--- src/rtl/alu8_pkg.sv ---
package alu8_pkg;

  typedef enum logic [3:0] {
    OP_LOAD = 4'd0,  OP_AND  = 4'd1,  OP_OR   = 4'd2,  OP_XOR  = 4'd3,
    OP_ADC  = 4'd4,  OP_SBC  = 4'd5,  OP_CMPA = 4'd6,  OP_CMPX = 4'd7,
    OP_BIT  = 4'd8,  OP_ASL  = 4'd9,  OP_LSR  = 4'd10, OP_ROL  = 4'd11,
    OP_ROR  = 4'd12, OP_INC  = 4'd13, OP_DEC  = 4'd14, OP_AXS  = 4'd15
  } alu_op_e;

  typedef enum logic [1:0] {
    DST_NONE = 2'd0, DST_ACC = 2'd1, DST_XR = 2'd2, DST_MEM = 2'd3
  } dst_e;

  localparam int ST_C = 0;
  localparam int ST_Z = 1;
  localparam int ST_V = 6;
  localparam int ST_N = 7;

  typedef struct packed {
    logic n;
    logic v;
    logic z;
    logic c;
  } flag_t;

  typedef struct packed {
    dst_e dst;
    logic upd_c;
    logic upd_v;
    logic upd_zn;
  } ctl_t;

  function automatic ctl_t decode_op(alu_op_e op);
    ctl_t k;
    k = '{dst: DST_ACC, upd_c: 1'b0, upd_v: 1'b0, upd_zn: 1'b1};
    case (op)
      OP_ADC, OP_SBC:   begin k.upd_c = 1'b1; k.upd_v = 1'b1; end
      OP_CMPA, OP_CMPX: begin k.dst = DST_NONE; k.upd_c = 1'b1; end
      OP_BIT:           begin k.dst = DST_NONE; k.upd_v = 1'b1; end
      OP_ASL, OP_LSR, OP_ROL, OP_ROR:
                        begin k.dst = DST_MEM; k.upd_c = 1'b1; end
      OP_INC, OP_DEC:   k.dst = DST_MEM;
      OP_AXS:           begin k.dst = DST_XR; k.upd_c = 1'b1; end
      default:          ;
    endcase
    return k;
  endfunction

endpackage

--- src/rtl/alu8_logic_unit.sv ---
module alu8_logic_unit
  import alu8_pkg::*;
#(
  parameter int W = 8
) (
  input  alu_op_e      op,
  input  logic [W-1:0] acc,
  input  logic [W-1:0] opnd,
  output logic [W-1:0] res,
  output flag_t        flg
);
  localparam int MSB = W - 1;

  always_comb begin
    case (op)
      OP_AND:  res = acc & opnd;
      OP_OR:   res = acc | opnd;
      OP_XOR:  res = acc ^ opnd;
      OP_BIT:  res = acc & opnd;
      default: res = opnd;
    endcase
    flg.z = ~|res;
    flg.c = 1'b0;
    if (op == OP_BIT) begin
      // bit test: sign and overflow come straight from the operand
      flg.n = opnd[MSB];
      flg.v = opnd[MSB-1];
    end else begin
      flg.n = res[MSB];
      flg.v = 1'b0;
    end
  end

endmodule

--- src/rtl/alu8_arith_unit.sv ---
module alu8_arith_unit
  import alu8_pkg::*;
#(
  parameter int W = 8
) (
  input  alu_op_e      op,
  input  logic [W-1:0] acc,
  input  logic [W-1:0] xr,
  input  logic [W-1:0] opnd,
  input  logic         cin,
  output logic [W-1:0] res,
  output flag_t        flg
);
  localparam int MSB = W - 1;

  logic [W-1:0] lhs;
  logic [W-1:0] rhs;
  logic         carry_in;
  logic [W:0]   sum;

  // One adder serves all: subtraction is lhs + ~rhs + carry_in.
  always_comb begin
    case (op)
      OP_CMPX: lhs = xr;
      OP_AXS:  lhs = acc & xr;
      default: lhs = acc;
    endcase
    rhs      = (op == OP_ADC) ? opnd : ~opnd;
    carry_in = (op == OP_ADC || op == OP_SBC) ? cin : 1'b1;
    sum      = {1'b0, lhs} + {1'b0, rhs} + {{W{1'b0}}, carry_in};
    res      = sum[MSB:0];
    flg.c    = sum[W];
    flg.z    = ~|res;
    flg.n    = res[MSB];
    flg.v    = (lhs[MSB] == rhs[MSB]) && (res[MSB] != lhs[MSB]);
  end

endmodule

--- src/rtl/alu8_shift_unit.sv ---
module alu8_shift_unit
  import alu8_pkg::*;
#(
  parameter int W = 8
) (
  input  alu_op_e      op,
  input  logic [W-1:0] opnd,
  input  logic         cin,
  output logic [W-1:0] res,
  output flag_t        flg
);
  localparam int MSB = W - 1;

  always_comb begin
    flg.c = 1'b0;
    case (op)
      OP_ASL:  begin res = {opnd[MSB-1:0], 1'b0}; flg.c = opnd[MSB]; end
      OP_LSR:  begin res = {1'b0, opnd[MSB:1]};   flg.c = opnd[0];   end
      OP_ROL:  begin res = {opnd[MSB-1:0], cin};  flg.c = opnd[MSB]; end
      OP_ROR:  begin res = {cin, opnd[MSB:1]};    flg.c = opnd[0];   end
      OP_DEC:  res = opnd - {{(W-1){1'b0}}, 1'b1};
      default: res = opnd + {{(W-1){1'b0}}, 1'b1};
    endcase
    flg.z = ~|res;
    flg.n = res[MSB];
    flg.v = 1'b0;
  end

endmodule

--- src/rtl/alu8_flags_unit.sv ---
module alu8_flags_unit
  import alu8_pkg::*;
#(
  parameter int W = 8
) (
  input  logic         clk,
  input  logic         rst_n,
  input  logic         valid,
  input  logic [3:0]   op,
  input  logic [W-1:0] acc,
  input  logic [W-1:0] xreg,
  input  logic [W-1:0] operand,
  input  logic [7:0]   status_in,
  output logic         done,
  output logic [W-1:0] result,
  output logic [1:0]   dest,
  output logic [7:0]   status_out
);
  localparam int SYNC_STAGES = 2;

  alu_op_e      op_e;
  ctl_t         ctl;
  logic [W-1:0] res_lg, res_ar, res_sh, res_sel;
  flag_t        flg_lg, flg_ar, flg_sh, flg_sel;
  logic [7:0]   st_next;

  logic [SYNC_STAGES-1:0] rst_pipe;
  logic                   rst_sync_n;

  logic         done_q, done_d;
  logic [W-1:0] result_q, result_d;
  logic [1:0]   dest_q, dest_d;
  logic [7:0]   status_q, status_d;

  assign op_e = alu_op_e'(op);
  assign ctl  = decode_op(op_e);

  // reset: asserted at once, released on a clock edge
  always_ff @(posedge clk or negedge rst_n) begin
    if (!rst_n) rst_pipe <= '0;
    else        rst_pipe <= {rst_pipe[SYNC_STAGES-2:0], 1'b1};
  end
  assign rst_sync_n = rst_pipe[SYNC_STAGES-1];

  alu8_logic_unit #(.W(W)) u_logic (
    .op(op_e), .acc(acc), .opnd(operand), .res(res_lg), .flg(flg_lg)
  );

  alu8_arith_unit #(.W(W)) u_arith (
    .op(op_e), .acc(acc), .xr(xreg), .opnd(operand), .cin(status_in[ST_C]),
    .res(res_ar), .flg(flg_ar)
  );

  alu8_shift_unit #(.W(W)) u_shift (
    .op(op_e), .opnd(operand), .cin(status_in[ST_C]), .res(res_sh), .flg(flg_sh)
  );

  always_comb begin
    case (op_e)
      OP_ADC, OP_SBC, OP_CMPA, OP_CMPX, OP_AXS:
        begin res_sel = res_ar; flg_sel = flg_ar; end
      OP_ASL, OP_LSR, OP_ROL, OP_ROR, OP_INC, OP_DEC:
        begin res_sel = res_sh; flg_sel = flg_sh; end
      default:
        begin res_sel = res_lg; flg_sel = flg_lg; end
    endcase
    st_next = status_in;
    if (ctl.upd_c)  st_next[ST_C] = flg_sel.c;
    if (ctl.upd_v)  st_next[ST_V] = flg_sel.v;
    if (ctl.upd_zn) begin
      st_next[ST_Z] = flg_sel.z;
      st_next[ST_N] = flg_sel.n;
    end
  end

  // next-state for the capture stage
  always_comb begin
    done_d   = valid;
    result_d = result_q;
    dest_d   = dest_q;
    status_d = status_q;
    if (valid) begin
      result_d = res_sel;
      dest_d   = ctl.dst;
      status_d = st_next;
    end
  end

  always_ff @(posedge clk or negedge rst_sync_n) begin
    if (!rst_sync_n) begin
      done_q   <= 1'b0;
      result_q <= '0;
      dest_q   <= '0;
      status_q <= '0;
    end else begin
      done_q   <= done_d;
      result_q <= result_d;
      dest_q   <= dest_d;
      status_q <= status_d;
    end
  end

  assign done       = done_q;
  assign result     = result_q;
  assign dest       = dest_q;
  assign status_out = status_q;

  a_r10_done_after_valid: assert property (@(posedge clk) disable iff (!rst_sync_n)
    valid |=> done);
  a_r10_done_idle: assert property (@(posedge clk) disable iff (!rst_sync_n)
    !valid |=> !done);
  a_r11_hold_outputs: assert property (@(posedge clk) disable iff (!rst_sync_n)
    !valid |=> ($stable(result) && $stable(status_out) && $stable(dest)));
  a_r9_spare_bits_pass: assert property (@(posedge clk) disable iff (!rst_sync_n)
    valid |=> (status_out[5:2] == $past(status_in[5:2])));
  a_r5_lsr_n_clear: assert property (@(posedge clk) disable iff (!rst_sync_n)
    (valid && op == OP_LSR) |=> !status_out[ST_N]);
  a_r4_bit_copies_nv: assert property (@(posedge clk) disable iff (!rst_sync_n)
    (valid && op == OP_BIT) |=> (status_out[7:6] == $past(operand[W-1:W-2])));
  a_r3_compare_no_dest: assert property (@(posedge clk) disable iff (!rst_sync_n)
    (valid && (op == OP_CMPA || op == OP_CMPX)) |=> (dest == DST_NONE));
  a_r8_load_keeps_cv: assert property (@(posedge clk) disable iff (!rst_sync_n)
    (valid && op == OP_LOAD) |=> (status_out[ST_C] == $past(status_in[ST_C])
                                  && status_out[ST_V] == $past(status_in[ST_V])));

endmodule

--- config.mk ---
export PLATFORM = sky130hd
export DESIGN_NAME = alu8_flags_unit
export DESIGN_NICKNAME = d
export VERILOG_FILES = /design/src/rtl/alu8_pkg.sv /design/src/rtl/alu8_logic_unit.sv /design/src/rtl/alu8_arith_unit.sv /design/src/rtl/alu8_shift_unit.sv /design/src/rtl/alu8_flags_unit.sv
export SDC_FILE = /design/constraint.sdc
export NUM_CORES = 1
export LEC_CHECK = 0
export ABC_AREA = 1
export BUFFER_PORTS_ARGS = -buffer_cell sky130_fd_sc_hd__buf_2
export CORE_UTILIZATION = 58
export CTS_BUF_LIST = sky130_fd_sc_hd__clkbuf_16
export DETAILED_ROUTE_END_ITERATION = 8
export MAX_ROUTING_LAYER = met4
export PLACE_DENSITY = 0.9
export SYNTH_ARGS = -nofsm -noshare
export SYNTH_HDL_FRONTEND = slang
export SYNTH_HIERARCHICAL = 1
export SYNTH_SLANG_ARGS = --single-unit
--- constraint.sdc ---
create_clock -name clk -period 0.8 [get_ports clk]
set_input_delay 0.08 -clock clk [delete_from_list [all_inputs] [get_ports clk]]
set_output_delay 0.08 -clock clk [all_outputs]
set_load 0.01 [all_outputs]
==> results of run 1 <==
## layer usage
metal  global-route usage [%]  overflow
met5                        -         -
met4                     85.0        25
met3                     50.5         0
met2                     96.4        38
met1                     71.5         0
## timing repair
action                                  4_1_cts
hold endpoints to repair                      2
gates resized for setup                      63
pin swaps                                    28
hold buffers                                  1
buffers inserted                             11
endpoints found under the setup margin       33
## metrics by stage
| stage | cells | setup WS, ns | util [%] | hold WS, ns |
|---|---|---|---|---|
| CTS | 733 | -1.42 | 89.6 | 0.0238 |
| detailed placement | 718 | -1.73 | 81.6 | -0.134 |
| floorplan | 518 | -1.54 | - | -0.216 |
| global placement | 718 | -1.65 | 81.6 | -0.136 |
==> flow_metrics.env, run 1 <==
export IMPL_status="aborted with a tool error"
export IMPL_stop_stage="global routing (5_1_grt)"
export IMPL_firstError="[ERROR GRT-0232] Routing congestion too high. Check the congestion heatmap in the GUI."
export IMPL_die_h_um=76.7
export IMPL_placed_cell_area_sq_um=4270
export IMPL_cts_max_path_buffers=2
export IMPL_cts_root_buf="clkbuf_16"
export IMPL_cts_sinks=21
export IMPL_rows=26
export IMPL_syn_inst=518
export IMPL_hpwl_um=8300
export IMPL_overflow=63
export IMPL_cts_buffers=3
export IMPL_grt_max_degree=22
export IMPL_avgSynthCellArea_sq_um=6.25
export IMPL_syn_area_sq_um=3240
export IMPL_yosysWarnings=6
export IMPL_die_x_um=76.7
export IMPL_routabilityCongestion=1.04
export IMPL_track_usage_pct=76.0
export IMPL_worst_endpoint="status_out[1]$_DFFE_PN0P_/D"
export IMPL_start_util_pct=61.8
export IMPL_syn_nets=583
export IMPL_io_pins=58
export IMPL_htreeDepth=1
export IMPL_io_buffers=55
export IMPL_worst_ep_kind="sequential cell input"
==> inputs of run 2 (changes only) <==
--- a/config.mk
+++ b/config.mk
@@ -7,11 +7,9 @@
 export LEC_CHECK = 0
 export ABC_AREA = 1
 export BUFFER_PORTS_ARGS = -buffer_cell sky130_fd_sc_hd__buf_2
-export CORE_UTILIZATION = 58
-export CTS_BUF_LIST = sky130_fd_sc_hd__clkbuf_16
+export CORE_UTILIZATION = 40
 export DETAILED_ROUTE_END_ITERATION = 8
-export MAX_ROUTING_LAYER = met4
-export PLACE_DENSITY = 0.9
+export PLACE_DENSITY_LB_ADDON = 0.15
 export SYNTH_ARGS = -nofsm -noshare
 export SYNTH_HDL_FRONTEND = slang
 export SYNTH_HIERARCHICAL = 1
==> run 2 against run 1 <==
- the flow now finishes, with violations (setup timing)
- synthesized area unchanged
- synthesized cell count is the same
==> flow_metrics.env, run 2 <==
export IMPL_status="complete, but fails checks"
export IMPL_violations="setup timing"
export IMPL_period_minus_slack_ns=2.24
export IMPL_syn_to_final_growth_pct=48.8
export IMPL_endpoint_kind="flop"
export IMPL_core_area_sq_um=7770
export IMPL_drv_cap=0
export IMPL_finalNonFillerCells=782
export IMPL_fin_tns_setup_ns=-16.32
export IMPL_setup_ws_ns=-1.44
export IMPL_cp_required_ns=1.01
export IMPL_final_cell_mix="nand2_1 (118), buf_4 (106), inv_1 (84)"
export IMPL_wl_per_cell_um=13.2
export IMPL_drive_gt1_share_pct=42.6
export IMPL_setup_viol=31
export IMPL_seqCellArea_sq_um=526
export IMPL_rsz0062_at_grt="true"
export IMPL_post_route_drc_count=0
export IMPL_critPathTopFamily="simple AND/OR/NAND/NOR gates"
export IMPL_ir_worst_vdd_uv=649
export IMPL_multi_input_area_sq_um=2520
export IMPL_criticalPathCategory="in -> reg"
export IMPL_worstPathCellList="buf_8 -> nor2_4 -> nand2_2 -> or2_4 -> xnor2_2 -> fa_2 -> inv_2 -> fa_2 -> inv_2 -> nand2_1 -> nor2_1 -> nand3_1 -> nor2_4 -> nand3_2 -> nor2_2 -> a21oi_1 -> nand3_1 -> o21ai_1 -> inv_1"
export IMPL_timing_critical_path_buf_inv=4
export IMPL_grt_pass1_vias=3732
export IMPL_critPathMaxFanout=2
export IMPL_cts_root_buf="clkbuf_8"
export IMPL_num_nets_final=746
export IMPL_grt_first_pass_wirelength_um=17300
export IMPL_grt_busiest_layer="met2"
export IMPL_drtPass1Iterations=4
export IMPL_max_freq_mhz=446
export IMPL_slew_violations=0
export IMPL_syn_inst=518
export IMPL_hp_class="in -> reg"
export IMPL_post_route_period_util_pct=280
export IMPL_cpPeakStageDelay_ns=0.45
export IMPL_worstPathArrival_ns=2.45
export IMPL_avgSynthCellArea_sq_um=6.25
export IMPL_leakage_nw=2.69
export IMPL_clock_latency_ns=0.26
export IMPL_wl_um=10300
export IMPL_grt_use_met1_pct=33.1
export IMPL_yosysWarnings=6
export IMPL_syn_area_sq_um=3240
export IMPL_place_inst=762
export IMPL_use_met3_pct=3.23
export IMPL_placed_cell_area_sq_um=4400
export IMPL_cts_sinks=21
export IMPL_hold_viol=0
export IMPL_gr_usage_met2_pct=45.2
export IMPL_rows=32
export IMPL_die_area_sq_um=8460
export IMPL_overflow=0
export IMPL_die_h_um=92.0
export IMPL_total_power_mw=5.11
export IMPL_syn_nets=583
export IMPL_io_buffers=55
export IMPL_num_vias=3798
export IMPL_clkSlewWorstSetupHoldPaths_ns=0.08
export IMPL_final_area_sq_um=4820
export IMPL_ant_nets=0
export IMPL_tritoncts="yes"
export IMPL_layout_commonest_cell="nand2_1"
export IMPL_cp_slowest_cell="fa_2"
export IMPL_antenna_found_initial=0
export IMPL_routabilityCongestion=0.877
export IMPL_diodes=0
export IMPL_hpwl_um=8240
export IMPL_cts_max_path_buffers=2
export IMPL_die_x_um=92.0
export IMPL_cts_buffers=3
export IMPL_track_usage_pct=25.5
export IMPL_io_pins=58
export IMPL_htreeDepth=1
export IMPL_start_util_pct=41.7
export IMPL_skew_ns=0.00477
export IMPL_power_per_cell_area_nw_per_um2=1060
export IMPL_vias_per_cell=4.86
export IMPL_cp_start_kind="input port"
export IMPL_drt_iter0_markers=270
export IMPL_grt_max_degree=22
export IMPL_nFillCells=744
==> run 2: timing repair <==
action | 4_1_cts | 5_1_grt
endpoints found under the setup margin | 32 | 32
pin swaps | 37 | 14
resized for setup | 50 | 16
setup buffers | 10 | 6
endpoints found under the hold margin | 2 | 0
hold buffers | 1 | 0
==> run 2: final cells by class <==
type,count,share of cell area (%)
clock inverter,1,0.104
sequential,21,10.9
tap,102,2.65
clock buffer,3,0.857
multi-input combinational,378,52.4
inverter,108,8.52
timing repair buffer,169,24.6
==> run 2: report_power, final <==
part	total, mW	switching (mW)	internal, mW
clock network	0.690	0.343	0.347
registers	1.26	0.0677	1.19
logic	3.16	1.71	1.46
total	5.11	2.12	3.00
==> run 2: metrics by stage <==
| stage | hold slack [ns] | utilization (%) | setup slack (ns) |
|---|---|---|---|
| 6_report | 0.0121 | 62.0 | -1.44 |
| 5_1_grt | 0.0212 | 62.0 | -1.59 |
| 4_1_cts | 0.0123 | 60.8 | -1.41 |
| 3_5_place_dp | -0.130 | 56.7 | -1.74 |
| 3_3_place_gp | -0.136 | 56.7 | -1.71 |
| 2_1_floorplan | -0.216 | - | -1.54 |
==> run 2: worst min-delay path: cells and delay by family <==
kind	cells	cell delay, ns
AND/OR/NAND/NOR	2	0.09
buffers and inverters	1	0.07
==> run 2: final timing paths <==
path	end	slack, ns	startpoint	cells past startpoint
max in group asynchronous	status_out[7]	0.39	rst_pipe[1]	1
setup reg to reg	result[1]	-0.01	result[1]	3
hold / removal	status_out[3]	0.01	status_in[3]	3
min in group asynchronous	rst_pipe[0]	0.13	rst_n	2
hold reg to reg	result[7]	0.20	rst_pipe[1]	1
setup / recovery	status_out[1]	-1.44	op[3]	19
==> run 2: metal layers <==
metal  routed length [um]  vias up  part of all wire, %
met3                  529       12                  5.1
met2                 5170       85                   50
met4                  174        0                  1.7
met1                 4420     1746                   43
li1                     -     1955                    -
met5                    0        -                    0
Power figures use the tool's default switching activity.
==> inputs of run 3 (changes only) <==
==> constraint.sdc (replaced) <==
create_clock -name clk -period 0.8 [get_ports clk]
set_input_delay 0.04 -clock clk [delete_from_list [all_inputs] [get_ports clk]]
set_output_delay 0.04 -clock clk [all_outputs]
set_load 0.01 [all_outputs]
==> run 3 against run 2 <==
- the run still ends with setup timing left
- via count grew 1.2%
- final area shrank 1.7%
- clock skew shrank 0.0032 ns
- total power shrank 3.0%
- global-route usage shrank 0.74 points
- setup slack gained 0.032 ns
- fmax grew 1.5%
- register-to-register slack gained 0.02 ns
- clock power shrank 0.9%
- clock-buffer cell count is the same
- critical path type unchanged
==> flow_metrics.env, run 3 (same netlist as run 2, synthesis figures left out) <==
export IMPL_multi_input_area_sq_um=2460
export IMPL_tritoncts="yes"
export IMPL_diodes=0
export IMPL_wl_per_cell_um=13.1
export IMPL_drtPass1Iterations=5
export IMPL_htreeDepth=1
export IMPL_die_area_sq_um=8460
export IMPL_final_cell_mix="nand2_1 (119), buf_4 (104), inv_1 (89)"
export IMPL_rows=32
export IMPL_hpwl_um=8300
export IMPL_setup_viol=30
export IMPL_antenna_found_initial=0
export IMPL_io_buffers=55
export IMPL_routabilityCongestion=0.877
export IMPL_seqCellArea_sq_um=526
export IMPL_die_x_um=92.0
export IMPL_slew_violations=0
export IMPL_setup_ws_ns=-1.41
export IMPL_grt_first_pass_wirelength_um=16800
export IMPL_wl_um=10200
export IMPL_cts_sinks=21
export IMPL_ir_worst_vdd_uv=639
export IMPL_cts_buffers=3
export IMPL_core_area_sq_um=7770
export IMPL_start_util_pct=41.7
export IMPL_vias_per_cell=4.93
export IMPL_post_route_drc_count=0
export IMPL_violations="setup timing"
export IMPL_num_nets_final=744
export IMPL_track_usage_pct=24.8
export IMPL_cts_max_path_buffers=2
export IMPL_cp_start_kind="input port"
export IMPL_grt_pass1_vias=3728
export IMPL_drt_iter0_markers=198
export IMPL_rsz0062_at_grt="true"
export IMPL_cts_root_buf="clkbuf_8"
export IMPL_cp_required_ns=1.00
export IMPL_endpoint_kind="flop"
export IMPL_clkSlewWorstSetupHoldPaths_ns=0.08
export IMPL_ant_nets=0
export IMPL_syn_to_final_growth_pct=46.2
export IMPL_io_pins=58
export IMPL_leakage_nw=2.66
export IMPL_hp_class="in -> reg"
export IMPL_grt_max_degree=22
export IMPL_clock_latency_ns=0.26
export IMPL_max_freq_mhz=453
export IMPL_finalNonFillerCells=780
export IMPL_die_h_um=92.0
export IMPL_drv_cap=0
export IMPL_worst_hold_slack_ns=0.0229
export IMPL_skew_ns=0.00161
export IMPL_overflow=0
export IMPL_nFillCells=775
export IMPL_fin_tns_setup_ns=-14.22
export IMPL_worstPathArrival_ns=2.41
export IMPL_layout_commonest_cell="nand2_1"
export IMPL_criticalPathCategory="in -> reg"
export IMPL_status="complete, but fails checks"
export IMPL_drive_gt1_share_pct=40.4
export IMPL_post_route_period_util_pct=276
export IMPL_period_minus_slack_ns=2.21
export IMPL_hold_viol=0
export IMPL_critPathMaxFanout=2
export IMPL_power_per_cell_area_nw_per_um2=1050
export IMPL_place_inst=762
export IMPL_num_vias=3842
## run 3: report_power, final
part	switching, mW	internal, mW
sequential	0.0690	1.19
clock	0.338	0.347
combinational	1.63	1.38
## run 3: timing repair
| action | CTS | global route |
|---|---|---|
| pin swaps | 24 | 8 |
| hold endpoints to repair | 6 | 0 |
| buffers inserted | 5 | 4 |
| endpoints found under the setup margin | 31 | 32 |
| cloned | 0 | 0 |
| gates resized for setup | 29 | 15 |
| hold buffers | 5 | 0 |
## run 3: final cells by class
class / count / share of cell area (%)
Clock buffer: 3 / 0.872
Clock inverter: 1 / 0.106
Inverter: 108 / 8.66
Multi-Input combinational cell: 378 / 51.9
Sequential cell: 21 / 11.1
Tap cell: 102 / 2.69
Timing Repair Buffer: 167 / 24.7
## run 3: per-layer routing
layer  share of wire, %  GRT usage [%]
met5                  0              0
met4                2.3           6.90
met3                3.9           3.23
met2                 49           43.5
met1                 45           31.6
## run 3: worst paths after layout
kind	start	endpoint	slack, ns	cells past startpoint
hold / removal	status_in[6]	status_out[6]	0.02	3
max in group asynchronous	rst_pipe[1]	status_out[7]	0.40	1
hold reg to reg	rst_pipe[1]	dest[1]	0.20	1
setup reg to reg	status_out[1]	status_out[1]	0.01	3
setup / recovery	op[3]	status_out[1]	-1.41	19
min in group asynchronous	rst_n	rst_pipe[0]	0.09	2
## run 3: critical path, cell delays in order
cell and delay, ns:
buf_8 0.10, nor2_4 0.11, nand2_2 0.06, or2_4 0.25, xnor2_2 0.14, fa_2 0.36, inv_2 0.08, fa_2 0.43
inv_1 0.06, nand2_1 0.04, nor2_1 0.10, nand3_1 0.12, nor2_4 0.10, nand3_2 0.07, nor2_2 0.07, a21oi_1 0.06
nand3_1 0.08, o21ai_1 0.07, inv_1 0.06
## run 3: through the flow
| step | worst slack [ns] | area (sq um) | power (mW) | utilization [%] |
|---|---|---|---|---|
| floorplan | -1.50 | 3340 | 2.84 | - |
| global placement | -1.67 | 4400 | 3.93 | 56.7 |
| detailed placement | -1.68 | 4400 | 3.97 | 56.7 |
| CTS | -1.36 | 4650 | 4.86 | 59.9 |
| global route | -1.53 | 4740 | 5.35 | 61.0 |
| finish | -1.41 | 4740 | 4.96 | 61.0 |
==> inputs of run 4 (changes only) <==
--- a/config.mk
+++ b/config.mk
@@ -7,8 +7,9 @@
 export LEC_CHECK = 0
 export ABC_AREA = 1
 export BUFFER_PORTS_ARGS = -buffer_cell sky130_fd_sc_hd__buf_2
-export CORE_UTILIZATION = 40
+export CORE_UTILIZATION = 50
 export DETAILED_ROUTE_END_ITERATION = 8
+export GPL_TIMING_DRIVEN = 1
 export PLACE_DENSITY_LB_ADDON = 0.15
 export SYNTH_ARGS = -nofsm -noshare
 export SYNTH_HDL_FRONTEND = slang
==> run 4 against run 3 <==
- the run still ends with setup timing left
- combinational power increased by 7.0%
- wire length increased by 9.0%
- sequential power about the same
- clock skew increased by 0.0042 ns
- largest cell class unchanged
- final area increased by 2.1%
==> flow_metrics.env, run 4 (same netlist as run 2, synthesis figures left out) <==
export IMPL_clkSlewWorstSetupHoldPaths_ns=0.08
export IMPL_violations="setup timing"
export IMPL_core_area_sq_um=6100
export IMPL_endpoint_kind="flop"
export IMPL_worstPathArrival_ns=2.46
export IMPL_post_route_drc_count=0
export IMPL_criticalPathCategory="in -> reg"
export IMPL_syn_to_final_growth_pct=49.3
export IMPL_max_freq_mhz=443
export IMPL_regToRegSetupSlack_ns=0
export IMPL_wl_per_cell_um=14.6
export IMPL_num_nets_final=751
export IMPL_hold_viol=0
export IMPL_power_per_cell_area_nw_per_um2=1070
export IMPL_hold_path_startpoint="status_in[6]"
export IMPL_drtPass1Iterations=5
export IMPL_clock_latency_ns=0.26
export IMPL_total_power_mw=5.18
export IMPL_io_pins=58
export IMPL_period_minus_slack_ns=2.26
export IMPL_nFillCells=445
export IMPL_cp_start_kind="input port"
export IMPL_grt_first_pass_wirelength_um=16600
export IMPL_die_area_sq_um=6800
export IMPL_worstReg2RegEnd="status_out[1]"
export IMPL_cts_max_path_buffers=2
export IMPL_seqCellArea_sq_um=526
export IMPL_status="complete, but fails checks"
export IMPL_drv_cap=0
export IMPL_ir_worst_vdd_uv=1400
export IMPL_grt_pass1_vias=3699
export IMPL_setup_ws_ns=-1.46
export IMPL_drt_iter0_markers=252
export IMPL_cts_sinks=21
export IMPL_die_h_um=82.5
export IMPL_ant_nets=0
export IMPL_rsz0062_at_grt="true"
export IMPL_leakage_nw=2.70
export IMPL_cts_buffers=3
export IMPL_hpwl_um=8280
export IMPL_track_usage_pct=32.3
export IMPL_io_buffers=55
export IMPL_antenna_found_initial=0
export IMPL_skew_ns=0.00583
export IMPL_post_route_period_util_pct=282
export IMPL_cts_root_buf="clkbuf_8"
export IMPL_grt_max_degree=22
export IMPL_slew_violations=0
export IMPL_start_util_pct=53.1
export IMPL_vias_per_cell=5.22
export IMPL_wl_um=11100
export IMPL_multi_input_area_sq_um=2520
export IMPL_rows=28
export IMPL_routabilityCongestion=0.927
export IMPL_die_x_um=82.5
export IMPL_hold_depth=3
export IMPL_worst_hold_slack_ns=0.0252
export IMPL_hp_class="in -> reg"
export IMPL_drive_gt1_share_pct=42.0
export IMPL_diodes=0
export IMPL_setup_viol=31
export IMPL_cp_required_ns=1.01
export IMPL_num_vias=3965
export IMPL_r2r_start="status_out[1]"
export IMPL_overflow=0
export IMPL_critPathMaxFanout=2
export IMPL_final_cell_mix="nand2_1 (114), buf_4 (107), inv_1 (90)"
export IMPL_layout_commonest_cell="nand2_1"
export IMPL_tritoncts="yes"
export IMPL_whs_endpoint="status_out[6]"
export IMPL_rr_worst_depth=3
export IMPL_htreeDepth=1
-- run 4: critical path, cell delays in order --
cell and delay (ns):
buf_8 0.10, nor2_4 0.11, nand2_2 0.06, or2_4 0.25, xnor2_2 0.14, fa_2 0.34, inv_2 0.08, fa_2 0.43
inv_1 0.07, nand2_1 0.05, nor2_1 0.10, nand3_1 0.12, nor2_4 0.10, nand3_2 0.07, nor2_2 0.11, a21oi_2 0.07
nand3_1 0.08, o21ai_1 0.07, inv_1 0.06
-- run 4: area by class of cell --
class                           count  area share (%)
Inverter                          108            8.48
Clock inverter                      1           0.103
Tap cell                           75            1.94
Sequential cell                    21            10.9
Multi-Input combinational cell    378            52.1
Timing Repair Buffer              174            25.6
Clock buffer                        3           0.854
-- run 4: how the worst max path moves through the flow --
stage,startpoint,end
global placement,op[2],status_out[1]
CTS,op[3],status_out[1]
global route,op[3],status_out[1]
floorplan,op[3],status_out[1]
finish,op[3],status_out[1]
detailed placement,op[2],status_out[1]
-- run 4: where the power goes --
group          total (mW)  leakage, nW  switching, mW  internal (mW)
clock network       0.696       0.0255          0.349          0.347
logic                3.22         2.43           1.76           1.46
registers            1.26        0.245         0.0697           1.19
-- run 4: layer usage --
layer	wire (um)	GRT usage, %	vias up
li1	-	-	1968
met1	4520	38.4	1828
met2	5720	60.3	139
met3	568	4.29	30
met4	290	8.97	0
met5	0	0	-
-- run 4: through the flow --
| step | instance area, sq um | cells | TNS, ns | setup WS (ns) | util (%) |
|---|---|---|---|---|---|
| after floorplan | 3340 | 518 | -13.76 | -1.50 | - |
| after global placement | 4400 | 739 | -17.57 | -1.64 | 72.2 |
| after detailed placement | 4400 | 739 | -18.42 | -1.73 | 72.2 |
| after CTS | 4700 | 758 | -14.26 | -1.40 | 77.1 |
| after global routing | 4840 | 760 | -17.18 | -1.59 | 79.4 |
| final | 4840 | 760 | -14.94 | -1.46 | 79.4 |
-- run 4: what timing repair did --
item | CTS | global route
gates cloned | 0 | 0
setup buffers | 11 | 2
pin swaps | 24 | 15
gates resized for setup | 33 | 29
hold buffers | 5 | 0
setup endpoints to repair | 30 | 32
endpoints found under the hold margin | 6 | 0
